$ cat src/rtl/cfg_ee_pkg.sv
package cfg_ee_pkg;
  localparam int EE_AW     = 6;
  localparam int EE_DW     = 16;
  localparam int RF_AW     = 3;
  localparam int OP_W      = 2;
  localparam int CMD_LEN   = 1 + OP_W + EE_AW;
  localparam int FRAME_LEN = CMD_LEN + EE_DW;

  localparam logic [RF_AW-1:0] REG_CFG  = 3'd0;
  localparam logic [RF_AW-1:0] REG_STA2 = 3'd4;
  localparam logic [RF_AW-1:0] REG_GP   = 3'd5;
  localparam logic [EE_AW-1:0] GP_WORD  = 6'd8;

  localparam logic [OP_W-1:0] OP_READ  = 2'b10;
  localparam logic [OP_W-1:0] OP_WRITE = 2'b01;

  typedef enum logic [1:0] {
    CMD_NONE   = 2'b00,
    CMD_RELOAD = 2'b01,
    CMD_STORE  = 2'b10
  } cmd_e;

  // Number of words a command moves, from select and direction
  function automatic logic [RF_AW-1:0] plan_len(input logic gp_sel, input logic is_store);
    if (gp_sel)        return 3'd1;
    else if (is_store) return 3'd2;
    else               return 3'd5;
  endfunction

  // Register index of the k-th word of a command
  function automatic logic [RF_AW-1:0] plan_reg(input logic gp_sel, input logic [RF_AW-1:0] k);
    return gp_sel ? REG_GP : k;
  endfunction

  // EEPROM word address that backs a register index
  function automatic logic [EE_AW-1:0] word_of(input logic [RF_AW-1:0] idx);
    if (idx == REG_GP) return GP_WORD;
    return {{(EE_AW-RF_AW){1'b0}}, idx};
  endfunction

  // Serial frame: start bit, opcode, address, data (zeros for a read)
  function automatic logic [FRAME_LEN-1:0] make_frame(input logic is_store,
                                                       input logic [EE_AW-1:0] addr,
                                                       input logic [EE_DW-1:0] data);
    return {1'b1, (is_store ? OP_WRITE : OP_READ), addr, (is_store ? data : {EE_DW{1'b0}})};
  endfunction
endpackage

$ cat src/rtl/cfg_ee_clkgen.sv
module cfg_ee_clkgen #(
  parameter int DIV_W = 8
) (
  input  logic             clk,
  input  logic             rst_n,
  input  logic             en,
  input  logic [DIV_W-1:0] div,
  output logic             sk,
  output logic             rise_ev,
  output logic             fall_ev
);
  logic [DIV_W-1:0] cnt_q;
  logic             sk_q;
  logic             tick;

  assign tick = en && (cnt_q == div);

  always_ff @(posedge clk) begin
    if (!rst_n) begin
      cnt_q <= '0;
      sk_q  <= 1'b0;
    end else if (!en) begin
      cnt_q <= '0;
      sk_q  <= 1'b0;
    end else if (tick) begin
      cnt_q <= '0;
      sk_q  <= ~sk_q;
    end else begin
      cnt_q <= cnt_q + 1'b1;
    end
  end

  assign sk      = sk_q;
  assign rise_ev = tick && !sk_q;
  assign fall_ev = tick && sk_q;


  half_len_chk: assert property (@(posedge clk) disable iff (!rst_n)
    (en && (cnt_q != '0)) |-> $stable(sk_q));
endmodule

$ cat src/rtl/cfg_ee_shifter.sv
module cfg_ee_shifter #(
  parameter int FLEN = cfg_ee_pkg::FRAME_LEN,
  parameter int CLEN = cfg_ee_pkg::CMD_LEN,
  parameter int DW   = cfg_ee_pkg::EE_DW
) (
  input  logic            clk,
  input  logic            rst_n,
  input  logic            go,
  input  logic            is_store,
  input  logic [FLEN-1:0] frame,
  input  logic            rise_ev,
  input  logic            fall_ev,
  input  logic            ee_do,
  output logic            active,
  output logic            done,
  output logic [DW-1:0]   rdata,
  output logic            ee_cs,
  output logic            ee_di
);
  localparam int BW = $clog2(FLEN + 1);

  typedef enum logic [2:0] {SH_IDLE, SH_SHIFT, SH_GAP_LO, SH_GAP_HI, SH_POLL, SH_DONE} sh_e;

  sh_e             st_q;
  logic [FLEN-1:0] sreg_q;
  logic [BW-1:0]   bidx_q;
  logic            wr_q;
  logic            cs_q;
  logic [DW-1:0]   rd_q;
  logic            last_bit;
  logic            data_slot;
  logic            ready_seen;

  assign last_bit   = (bidx_q == BW'(FLEN - 1));
  assign data_slot  = (bidx_q >= BW'(CLEN));
  assign ready_seen = (st_q == SH_POLL) && fall_ev && ee_do;

  always_ff @(posedge clk) begin
    if (!rst_n) begin
      st_q   <= SH_IDLE;
      sreg_q <= '0;
      bidx_q <= '0;
      wr_q   <= 1'b0;
      cs_q   <= 1'b0;
      rd_q   <= '0;
    end else begin
      case (st_q)
        SH_IDLE: if (go) begin
          sreg_q <= frame;
          bidx_q <= '0;
          wr_q   <= is_store;
          cs_q   <= 1'b1;
          st_q   <= SH_SHIFT;
        end
        SH_SHIFT: if (fall_ev) begin
          if (!wr_q && data_slot) rd_q <= {rd_q[DW-2:0], ee_do};
          sreg_q <= {sreg_q[FLEN-2:0], 1'b0};
          if (last_bit) begin
            cs_q <= 1'b0;
            st_q <= wr_q ? SH_GAP_LO : SH_DONE;
          end else begin
            bidx_q <= bidx_q + 1'b1;
          end
        end
        SH_GAP_LO: if (rise_ev) st_q <= SH_GAP_HI;
        SH_GAP_HI: if (fall_ev) begin
          cs_q <= 1'b1;
          st_q <= SH_POLL;
        end
        SH_POLL: if (ready_seen) begin
          cs_q <= 1'b0;
          st_q <= SH_DONE;
        end
        SH_DONE: st_q <= SH_IDLE;
        default: st_q <= SH_IDLE;
      endcase
    end
  end

  assign active = (st_q == SH_SHIFT) || (st_q == SH_GAP_LO) ||
                  (st_q == SH_GAP_HI) || (st_q == SH_POLL);
  assign done   = (st_q == SH_DONE);
  assign rdata  = rd_q;
  assign ee_cs  = cs_q;
  assign ee_di  = sreg_q[FLEN-1];


  cs_idle_chk: assert property (@(posedge clk) disable iff (!rst_n)
    !active |-> !ee_cs);


  poll_wait_chk: assert property (@(posedge clk) disable iff (!rst_n)
    ((st_q == SH_POLL) && fall_ev && !ee_do) |=> (ee_cs && !done));
endmodule

$ cat src/rtl/cfg_ee_ctrl.sv
module cfg_ee_ctrl
  import cfg_ee_pkg::*;
#(
  parameter int FLEN = cfg_ee_pkg::FRAME_LEN,
  parameter int DW   = cfg_ee_pkg::EE_DW,
  parameter int AW   = cfg_ee_pkg::RF_AW
) (
  input  logic            clk,
  input  logic            rst_n,
  input  logic            reload_req,
  input  logic            store_req,
  input  logic            sel_gp,
  input  logic            x_done,
  input  logic [DW-1:0]   x_rdata,
  input  logic [DW-1:0]   rf_rdata,
  output logic            reload_bit,
  output logic            store_bit,
  output logic            busy,
  output logic            go,
  output logic            is_store,
  output logic [FLEN-1:0] frame,
  output logic [AW-1:0]   rf_addr,
  output logic            rf_we,
  output logic [DW-1:0]   rf_wdata
);
  typedef enum logic [1:0] {C_IDLE, C_LAUNCH, C_WAIT, C_WB} ctl_e;

  ctl_e          st_q;
  cmd_e          cmd_q;
  logic          sel_q;
  logic [AW-1:0] k_q;
  logic [AW-1:0] item;
  logic          last_item;
  logic          adv_ev;

  assign is_store  = (cmd_q == CMD_STORE);
  assign item      = plan_reg(sel_q, k_q);
  assign last_item = ((k_q + 1'b1) == plan_len(sel_q, is_store));
  assign adv_ev    = ((st_q == C_WAIT) && x_done && is_store) || (st_q == C_WB);

  always_ff @(posedge clk) begin
    if (!rst_n) begin
      st_q  <= C_IDLE;
      cmd_q <= CMD_NONE;
      sel_q <= 1'b0;
      k_q   <= '0;
    end else if (adv_ev) begin
      if (last_item) begin
        st_q  <= C_IDLE;
        cmd_q <= CMD_NONE;
      end else begin
        k_q  <= k_q + 1'b1;
        st_q <= C_LAUNCH;
      end
    end else begin
      case (st_q)
        C_IDLE: begin
          if (reload_req) begin
            cmd_q <= CMD_RELOAD;
            sel_q <= sel_gp;
            k_q   <= '0;
            st_q  <= C_LAUNCH;
          end else if (store_req) begin
            cmd_q <= CMD_STORE;
            sel_q <= sel_gp;
            k_q   <= '0;
            st_q  <= C_LAUNCH;
          end
        end
        C_LAUNCH: st_q <= C_WAIT;
        C_WAIT:   if (x_done) st_q <= C_WB;
        default:  st_q <= C_IDLE;
      endcase
    end
  end

  assign busy       = (st_q != C_IDLE);
  assign reload_bit = (cmd_q == CMD_RELOAD);
  assign store_bit  = (cmd_q == CMD_STORE);
  assign go         = (st_q == C_LAUNCH);
  assign frame      = make_frame(is_store, word_of(item), rf_rdata);
  assign rf_addr    = item;
  assign rf_we      = (st_q == C_WB);
  assign rf_wdata   = x_rdata;


  cmd_busy_chk: assert property (@(posedge clk) disable iff (!rst_n)
    (busy == (reload_bit || store_bit)) && $onehot0({reload_bit, store_bit}));


  cmd_hold_chk: assert property (@(posedge clk) disable iff (!rst_n)
    (busy && $past(busy)) |-> ($stable(cmd_q) && $stable(sel_q)));


  wb_dir_chk: assert property (@(posedge clk) disable iff (!rst_n)
    rf_we |-> reload_bit);


  wb_addr_chk: assert property (@(posedge clk) disable iff (!rst_n)
    rf_we |-> (sel_q ? (rf_addr == REG_GP) : (rf_addr <= REG_STA2)));
endmodule

$ cat src/rtl/cfg_eeprom_seq.sv
module cfg_eeprom_seq
  import cfg_ee_pkg::*;
#(
  parameter int DIV_W = 8
) (
  input  logic               clk,
  input  logic               rst_n,
  input  logic [DIV_W-1:0]   clk_div,
  input  logic               reload_req,
  input  logic               store_req,
  input  logic               sel_gp,
  output logic               reload_bit,
  output logic               store_bit,
  output logic               busy,
  output logic [RF_AW-1:0]   rf_addr,
  output logic               rf_we,
  output logic [EE_DW-1:0]   rf_wdata,
  input  logic [EE_DW-1:0]   rf_rdata,
  output logic               ee_cs,
  output logic               ee_sk,
  output logic               ee_di,
  input  logic               ee_do
);
  logic                 x_go;
  logic                 x_store;
  logic [FRAME_LEN-1:0] x_frame;
  logic                 x_active;
  logic                 x_done;
  logic [EE_DW-1:0]     x_rdata;
  logic                 sk_rise;
  logic                 sk_fall;

  cfg_ee_ctrl #(.FLEN(FRAME_LEN), .DW(EE_DW), .AW(RF_AW)) ctrl_i (
    .clk        (clk),
    .rst_n      (rst_n),
    .reload_req (reload_req),
    .store_req  (store_req),
    .sel_gp     (sel_gp),
    .x_done     (x_done),
    .x_rdata    (x_rdata),
    .rf_rdata   (rf_rdata),
    .reload_bit (reload_bit),
    .store_bit  (store_bit),
    .busy       (busy),
    .go         (x_go),
    .is_store   (x_store),
    .frame      (x_frame),
    .rf_addr    (rf_addr),
    .rf_we      (rf_we),
    .rf_wdata   (rf_wdata)
  );

  cfg_ee_shifter #(.FLEN(FRAME_LEN), .CLEN(CMD_LEN), .DW(EE_DW)) shift_i (
    .clk      (clk),
    .rst_n    (rst_n),
    .go       (x_go),
    .is_store (x_store),
    .frame    (x_frame),
    .rise_ev  (sk_rise),
    .fall_ev  (sk_fall),
    .ee_do    (ee_do),
    .active   (x_active),
    .done     (x_done),
    .rdata    (x_rdata),
    .ee_cs    (ee_cs),
    .ee_di    (ee_di)
  );

  cfg_ee_clkgen #(.DIV_W(DIV_W)) clk_i (
    .clk     (clk),
    .rst_n   (rst_n),
    .en      (x_active),
    .div     (clk_div),
    .sk      (ee_sk),
    .rise_ev (sk_rise),
    .fall_ev (sk_fall)
  );


  di_stable_chk: assert property (@(posedge clk) disable iff (!rst_n)
    (ee_sk && $past(ee_sk)) |-> $stable(ee_di));


  idle_lines_chk: assert property (@(posedge clk) disable iff (!rst_n)
    !busy |-> (!ee_sk && !ee_cs));
endmodule

$ cat config.mk
export PLATFORM = sky130hd
export DESIGN_NAME = cfg_eeprom_seq
export DESIGN_NICKNAME = d
export VERILOG_FILES = /design/src/rtl/cfg_ee_pkg.sv /design/src/rtl/cfg_ee_clkgen.sv /design/src/rtl/cfg_ee_shifter.sv /design/src/rtl/cfg_ee_ctrl.sv /design/src/rtl/cfg_eeprom_seq.sv
export SDC_FILE = /design/constraint.sdc
export NUM_CORES = 1
export LEC_CHECK = 0
export BUFFER_PORTS_ARGS = -buffer_cell sky130_fd_sc_hd__buf_2
export CAP_MARGIN = 5
export CELL_PAD_IN_SITES_DETAIL_PLACEMENT = 2
export CELL_PAD_IN_SITES_GLOBAL_PLACEMENT = 2
export CORE_MARGIN = 2
export CORE_UTILIZATION = 33
export CTS_CLUSTER_DIAMETER = 200
export DETAILED_ROUTE_END_ITERATION = 16
export PLACE_DENSITY_LB_ADDON = 0.1
export SLEW_MARGIN = 20
export SYNTH_ARGS = -nofsm -noshare
export SYNTH_HDL_FRONTEND = slang
export SYNTH_SLANG_ARGS = --single-unit
$ cat constraint.sdc
create_clock -name clk -period 2.25 [get_ports clk]
set_input_delay 0.225 -clock clk [delete_from_list [all_inputs] [get_ports clk]]
set_output_delay 0.225 -clock clk [all_outputs]
set_load 0.01 [all_outputs]
==> flow_metrics.py, run 1 <==
metrics = {
    "die": {
        "fp.dieH_um": 108,
        "placementRows": 37,
        "initial_utilization_pct": 34.1,
        "die_x_um": 108,
        "dieArea_um2": 11600,
        "core-area_um2": 10400,
        "io_pins": 56,
    },
    "sta": {
        "report.final.setup_viol": 0,
        "max_slew.worst_pin.slew_ps": 540,
        "finalSetupTns_ps": 0,
        "fin_skew_ps": 13.0,
        "fin_crit_ps": 2000,
        "slew_violations": 0,
        "hold_viol": 0,
        "relSlewSlack_pct": 63.7,
        "fmax_ghz": 0.501,
        "rsz0062_at_grt": "false",
        "finalCritPeriodShare_pct": 88.7,
        "timing.final.ws_setup_ps": 254,
    },
    "clock_network": {
        "cts_root_buf": "clkbuf_8",
        "post_cts_buffers": 0,
        "postCtsHoldBufs": 0,
        "postCtsResizedCells": 0,
        "clock_latency_ps": 350,
        "cts_buffers": 9,
        "cts.clk_slew.worst_paths_ps": 80,
        "ctsHtreeMaxLevel": 3,
        "clock_path_buffers": 2,
        "cts_sinks": 68,
        "cts_tree": "yes",
    },
    "worst_setup_path": {
        "worstPathCellList": "ha_1 -> and3b_1 -> a221oi_1 -> o21bai_1 -> and3_1 -> o21a_1",
        "cp_slowest_cell": "dfxtp_1",
        "rr_startpoint": "ctrl_i.k_q[0]",
        "setup.worst_path.end": "ctrl_i.k_q[0]",
        "slowest_delay_ps": 440,
        "ff2ff_path_depth": 6,
        "worstPathArrival_ps": 2240,
        "reg2reg_setup_slack_ps": 250,
        "reg2reg_to": "ctrl_i.k_q[0]",
        "worstPathRequired_ps": 2500,
        "cp_max_fo": 7,
        "startpoint_type": "flop",
        "worstSetupPathType": "reg2reg",
        "worstSetupStartpoint": "ctrl_i.k_q[0]",
        "cp-end-kind": "flop",
    },
    "grt": {
        "grt_max_degree": 49,
        "overflow": 0,
        "grt_pass1_wl_um": 16000,
        "antenna_found_initial": 0,
        "grt_pass1_vias": 3293,
        "grt.total_usage_pct": 17.2,
    },
    "synthesis": {
        "syn-num-nets": 468,
        "synth_compound_area_share_pct": 11.9,
        "ys_ff_latch": 68,
        "async_flop_share_pct": 0,
        "synth_mux_area_share_pct": 12.4,
        "synth-xor-area-share_pct": 4.42,
        "synth_top_family_by_area": "simple AND/OR/NAND/NOR gates",
        "synth_edf_count": 0,
        "synth.top_cell.area_share_pct": 38.4,
        "synth_top_cells_by_count": "nand2_1, dfxtp_1, mux2i_1, nor2_1, o21ai_0",
        "yosysSeqAreaShare_pct": 38.4,
        "ys.flop_type": "dfxtp_1",
        "netlist_instances": 428,
        "synthAdderAreaFrac_pct": 3.53,
        "synth_top_cell_by_area": "dfxtp_1",
        "syn-mean-instance-area_um2": 8.27,
        "syn_area_um2": 3540,
        "synth.distinct_cells": 53,
        "synthSimpleGateAreaFrac_pct": 24.9,
        "yosys_warnings": 0,
        "yosysMostFrequentCell": "nand2_1",
        "synth_area_leaders": "dfxtp_1, mux2i_1, nand2_1, ha_1, xnor2_1",
    },
    "status": {
        "status": "complete, no violations",
    },
    "flow_run": {
        "drv_cap": 0,
    },
    "placement": {
        "io_buffers": 55,
        "place.gp.congestion": 0.751,
        "dp_slack_ps": 244,
        "hpwl_um": 6580,
    },
    "drt": {
        "drc": 0,
        "via_per_inst": 5.07,
        "num_vias": 3159,
        "first_iter_violations": 75,
        "finalWirelength_um": 9410,
        "drt-wirelength-per-cell_um": 15.1,
        "ant_nets": 0,
        "drt-pass1-iter-count": 4,
    },
    "power": {
        "power.density_nw_per_um2": 929,
        "peakVddDrop_v": 0.000388,
        "power_switching_mw": 1.41,
        "p_sw_share_pct": 35.8,
        "power_frac_comb_pct": 33.0,
        "p_seq_share_pct": 36.5,
        "internal-power_mw": 2.52,
        "leakage_nw": 1.90,
        "p_clk_share_pct": 30.5,
    },
    "final_layout": {
        "fillers": 1195,
        "final_layout_size_suffix_gt1_share_pct": 18.7,
        "syn_to_final_growth_pct": 19.3,
        "antenna_cells": 0,
        "finalNetCount": 522,
    },
    "hold_path": {
        "hp-class": "in2reg",
    },
}
==> cell families after synthesis <==
group,Yosys count
and+or+nand+nor,189
DFF,68
AOI/OAI and AO/OA,63
muxes,44
buffers and inverters,37
xor gates and xnor gates,17
adders and majority gates,10
==> worst min-delay path by stage <==
stage	from	endpoint	slack, ps	depth (start not counted)
floorplan	ee_do	shift_i.rdata[0]	360	2
finish	sel_gp	ctrl_i.sel_q	140	3
global route	sel_gp	ctrl_i.sel_q	130	3
detailed placement	shift_i.sreg_q[9]	shift_i.sreg_q[9]	460	2
global placement	shift_i.sreg_q[18]	shift_i.sreg_q[18]	440	2
CTS	sel_gp	ctrl_i.sel_q	130	3
==> power groups by stage <==
stage | combinational [mW] | sequential (mW) | clock [mW]
CTS | 1.33 | 1.43 | 1.23
floorplan | 0.944 | 1.42 | 0
detailed placement | 1.32 | 1.46 | 0
global placement | 1.28 | 1.45 | 0
global route | 1.46 | 1.45 | 1.28
finish | 1.30 | 1.43 | 1.20
==> worst max-delay path, delay by kind of cell (launching register included) <==
family,cells,cell delay [ps]
and+or+nand+nor,2,410
AOI/OAI and AO/OA,3,740
DFF,1,440
adders and majority gates,1,310
==> cell type report <==
| class | count | area [µm²] | area share [%] |
|---|---|---|---|
| Inverter | 13 | 48.8 | 1.15 |
| Multi-Input combinational cell | 323 | 2030 | 48.1 |
| Timing Repair Buffer | 67 | 378 | 8.94 |
| Clock buffer | 10 | 138 | 3.26 |
| Clock inverter | 6 | 95.1 | 2.25 |
| Sequential cell | 68 | 1360 | 32.2 |
| Tap cell | 136 | 170 | 4.03 |
==> per-stage QoR <==
stage	util, %	instances	total power [mW]	hold WS, ps	instance area (µm²)
finish	40.7	623	3.93	137	4230
global route	40.7	623	4.20	133	4230
CTS	40.7	623	3.99	126	4230
detailed placement	38.5	607	2.78	457	3990
global placement	38.5	607	2.73	444	3990
floorplan	-	428	2.37	364	3540
==> placed cells by master (no fill, tap or decap), types with 5 or more instances in the layout <==
cell type / instances
ha_1: 10
dfxtp_1: 68
buf_2: 55
nand4_1: 7
clkbuf_8: 10
nand2b_1: 5
nor3_1: 8
inv_1: 13
mux2i_1: 44
buf_4: 11
o21ai_0: 19
nand3_1: 13
nand2_1: 107
nor2_1: 22
xnor2_1: 13
a21oi_1: 11
==> layer usage <==
metal  routed length (µm)  share of wire [%]  vias up  track usage [%]
met3                  248                2.6        9             2.72
li1                     -                  -     1580                -
met2                 4400                 47       42             29.0
met4                  112                1.2        0             5.22
met1                 4650                 49     1528             22.6
met5                    0                  0        -                0
==> flip-flops by register name, summed over array words and instances, names as in the netlist <==
register        count
clk_i.sk            1
shift_i.wr_q        1
shift_i.sreg_q     25
ctrl_i.st_q         2
clk_i.cnt_q         8
shift_i.rdata      16
ctrl_i.sel_q        1
shift_i.bidx_q      5
ctrl_i.k_q          3
ctrl_i.cmd_q        2
shift_i.ee_cs       1
shift_i.st_q        3
Note: power is estimated with default switching activity, not from simulation.
==> run 2: changes to the inputs <==
--- a/config.mk
+++ b/config.mk
@@ -13,6 +13,7 @@
 export CORE_UTILIZATION = 33
 export CTS_CLUSTER_DIAMETER = 200
 export DETAILED_ROUTE_END_ITERATION = 16
+export GPL_TIMING_DRIVEN = 0
 export PLACE_DENSITY_LB_ADDON = 0.1
 export SLEW_MARGIN = 20
 export SYNTH_ARGS = -nofsm -noshare
==> flow_metrics.py, run 2 (synthesis gave the netlist of run 1 again) <==
metrics = {
    "sta": {
        "hold_viol": 0,
        "fmax_ghz": 0.479,
        "fin_skew_ps": 14.5,
        "max_slew.worst_pin.slew_ps": 610,
        "hold_slack_ps": 110,
        "fin_crit_ps": 2090,
        "finalCritPeriodShare_pct": 92.8,
        "report.final.setup_viol": 0,
        "timing.final.ws_setup_ps": 162,
        "finalSetupTns_ps": 0,
        "rsz0062_at_grt": "false",
        "relSlewSlack_pct": 59.4,
        "slew_violations": 0,
    },
    "final_layout": {
        "syn_to_final_growth_pct": 20.4,
        "multiInputGateArea_um2": 2050,
        "largest_register_ffs": 25,
        "finalNetCount": 537,
        "fillers": 1224,
        "largest_register": "shift_i.sreg_q",
        "final_util_pct": 41.1,
        "final_cell_mix": "nand2_1, dfxtp_1, buf_2",
        "antenna_cells": 0,
        "final_common_cell": "nand2_1",
        "register_area_um2": 1360,
        "final_layout_size_suffix_gt1_share_pct": 18.7,
    },
    "worst_setup_path": {
        "rr_startpoint": "shift_i.st_q[1]",
        "reg2reg_to": "ctrl_i.k_q[1]",
        "worstSetupPathType": "reg2reg",
        "reg2reg_setup_slack_ps": 160,
        "slowest_delay_ps": 450,
        "worstPathArrival_ps": 2320,
        "path_delay_family": "compound AO/OA/AOI/OAI gates",
        "cp_max_fo": 10,
        "worstPathRequired_ps": 2480,
        "ff2ff_path_depth": 6,
        "worstPathCellList": "buf_2 -> and3b_1 -> a31oi_1 -> o21bai_1 -> mux2i_1 -> nor2_1",
        "startpoint_type": "flop",
        "cp-end-kind": "flop",
        "cp_slowest_cell": "a31oi_1",
        "cp_num_buf_inv": 1,
    },
    "clock_network": {
        "cts_buffers": 9,
        "cts_tree": "yes",
        "cts_root_buf": "clkbuf_8",
        "clock_path_buffers": 2,
        "postCtsHoldBufs": 0,
        "ctsHtreeMaxLevel": 3,
        "clock_latency_ps": 360,
        "cts.clk_slew.worst_paths_ps": 80,
        "cts_sinks": 68,
    },
    "power": {
        "p_total_mw": 3.94,
        "peakVddDrop_v": 0.000474,
        "leakage_nw": 1.91,
        "p_seq_share_pct": 35.9,
        "power_switching_mw": 1.45,
        "power_frac_comb_pct": 33.8,
        "power.density_nw_per_um2": 925,
        "p_clk_share_pct": 30.4,
        "internal-power_mw": 2.50,
        "p_sw_share_pct": 36.7,
    },
    "die": {
        "die_x_um": 108,
        "dieArea_um2": 11600,
        "io_pins": 56,
        "core-area_um2": 10400,
        "placementRows": 37,
        "initial_utilization_pct": 34.1,
        "fp.dieH_um": 108,
    },
    "hold_path": {
        "hp-class": "in2reg",
        "min_from": "sel_gp",
        "whs_endpoint": "ctrl_i.sel_q",
        "holdPathStages": 3,
    },
    "drt": {
        "drt-wirelength-per-cell_um": 15.8,
        "finalWirelength_um": 10100,
        "drt-pass1-iter-count": 4,
        "first_iter_violations": 63,
        "num_vias": 3258,
        "drc": 0,
        "via_per_inst": 5.11,
        "ant_nets": 0,
    },
    "placement": {
        "hpwl_um": 7420,
        "io_buffers": 55,
        "dp_slack_ps": -135,
        "place.gp.congestion": 0.760,
    },
    "grt": {
        "grt.total_usage_pct": 18.6,
        "antenna_found_initial": 0,
        "grt_pass1_vias": 3447,
        "grt_max_degree": 14,
        "grt_pass1_wl_um": 17100,
        "overflow": 0,
    },
    "status": {
        "status": "complete, no violations",
    },
    "flow_run": {
        "drv_cap": 0,
    },
}
==> run 2: worst register-to-register path: cells and delay by family (launching register included) <==
| kind | cells | cell delay (ps) |
|---|---|---|
| AOI/OAI and AO/OA | 2 | 750 |
| buffers and inverters | 1 | 250 |
| DFF | 1 | 430 |
| muxes | 1 | 250 |
| and+or+nand+nor | 2 | 290 |
==> run 2: power by group through the flow <==
stage	clock (mW)	sequential (mW)	combinational (mW)
CTS	1.24	1.42	1.35
global route	1.28	1.44	1.50
floorplan	0	1.42	0.944
global placement	0	1.43	1.30
finish	1.20	1.41	1.33
detailed placement	0	1.44	1.33
==> run 2: layout make-up <==
type / instances / share of cell area (%)
Buffer: 24 / 2.55
Clock buffer: 10 / 3.23
Clock inverter: 6 / 2.20
Inverter: 13 / 1.14
Multi-Input combinational cell: 323 / 48.0
Sequential cell: 68 / 31.9
Tap cell: 136 / 3.99
Timing Repair Buffer: 58 / 6.98
==> run 2: what timing repair did <==
action	4_1_cts	5_1_grt
endpoints found under the setup margin	21	38
pin swaps	0	1
setup buffers	0	3
gates resized for setup	3	5
==> run 2: metal layers <==
layer,GRT usage [%],up-vias,part of all wire (%)
met1,24.7,1593,48
met4,6.32,0,1.2
met2,30.9,44,48
met3,2.60,9,3.1
li1,-,1612,-
met5,0,-,0
==> run 2: worst max-delay path by stage <==
stage	slack, ps	cells after the start	endpoint	from
after floorplan	430	7	shift_i.sreg_q[0]	ctrl_i.st_q[1]
after global routing	10	6	ctrl_i.k_q[1]	shift_i.st_q[1]
final	160	6	ctrl_i.k_q[1]	shift_i.st_q[1]
after detailed placement	-130	7	shift_i.sreg_q[18]	ctrl_i.st_q[1]
after CTS	20	7	shift_i.sreg_q[16]	shift_i.st_q[0]
after global placement	-90	7	shift_i.sreg_q[15]	ctrl_i.st_q[1]
==> run 2: per-stage QoR <==
step | cell area [µm²] | instances
after CTS | 4230 | 635
final | 4260 | 638
after global routing | 4260 | 638
after floorplan | 3540 | 428
after global placement | 3990 | 619
after detailed placement | 3990 | 619
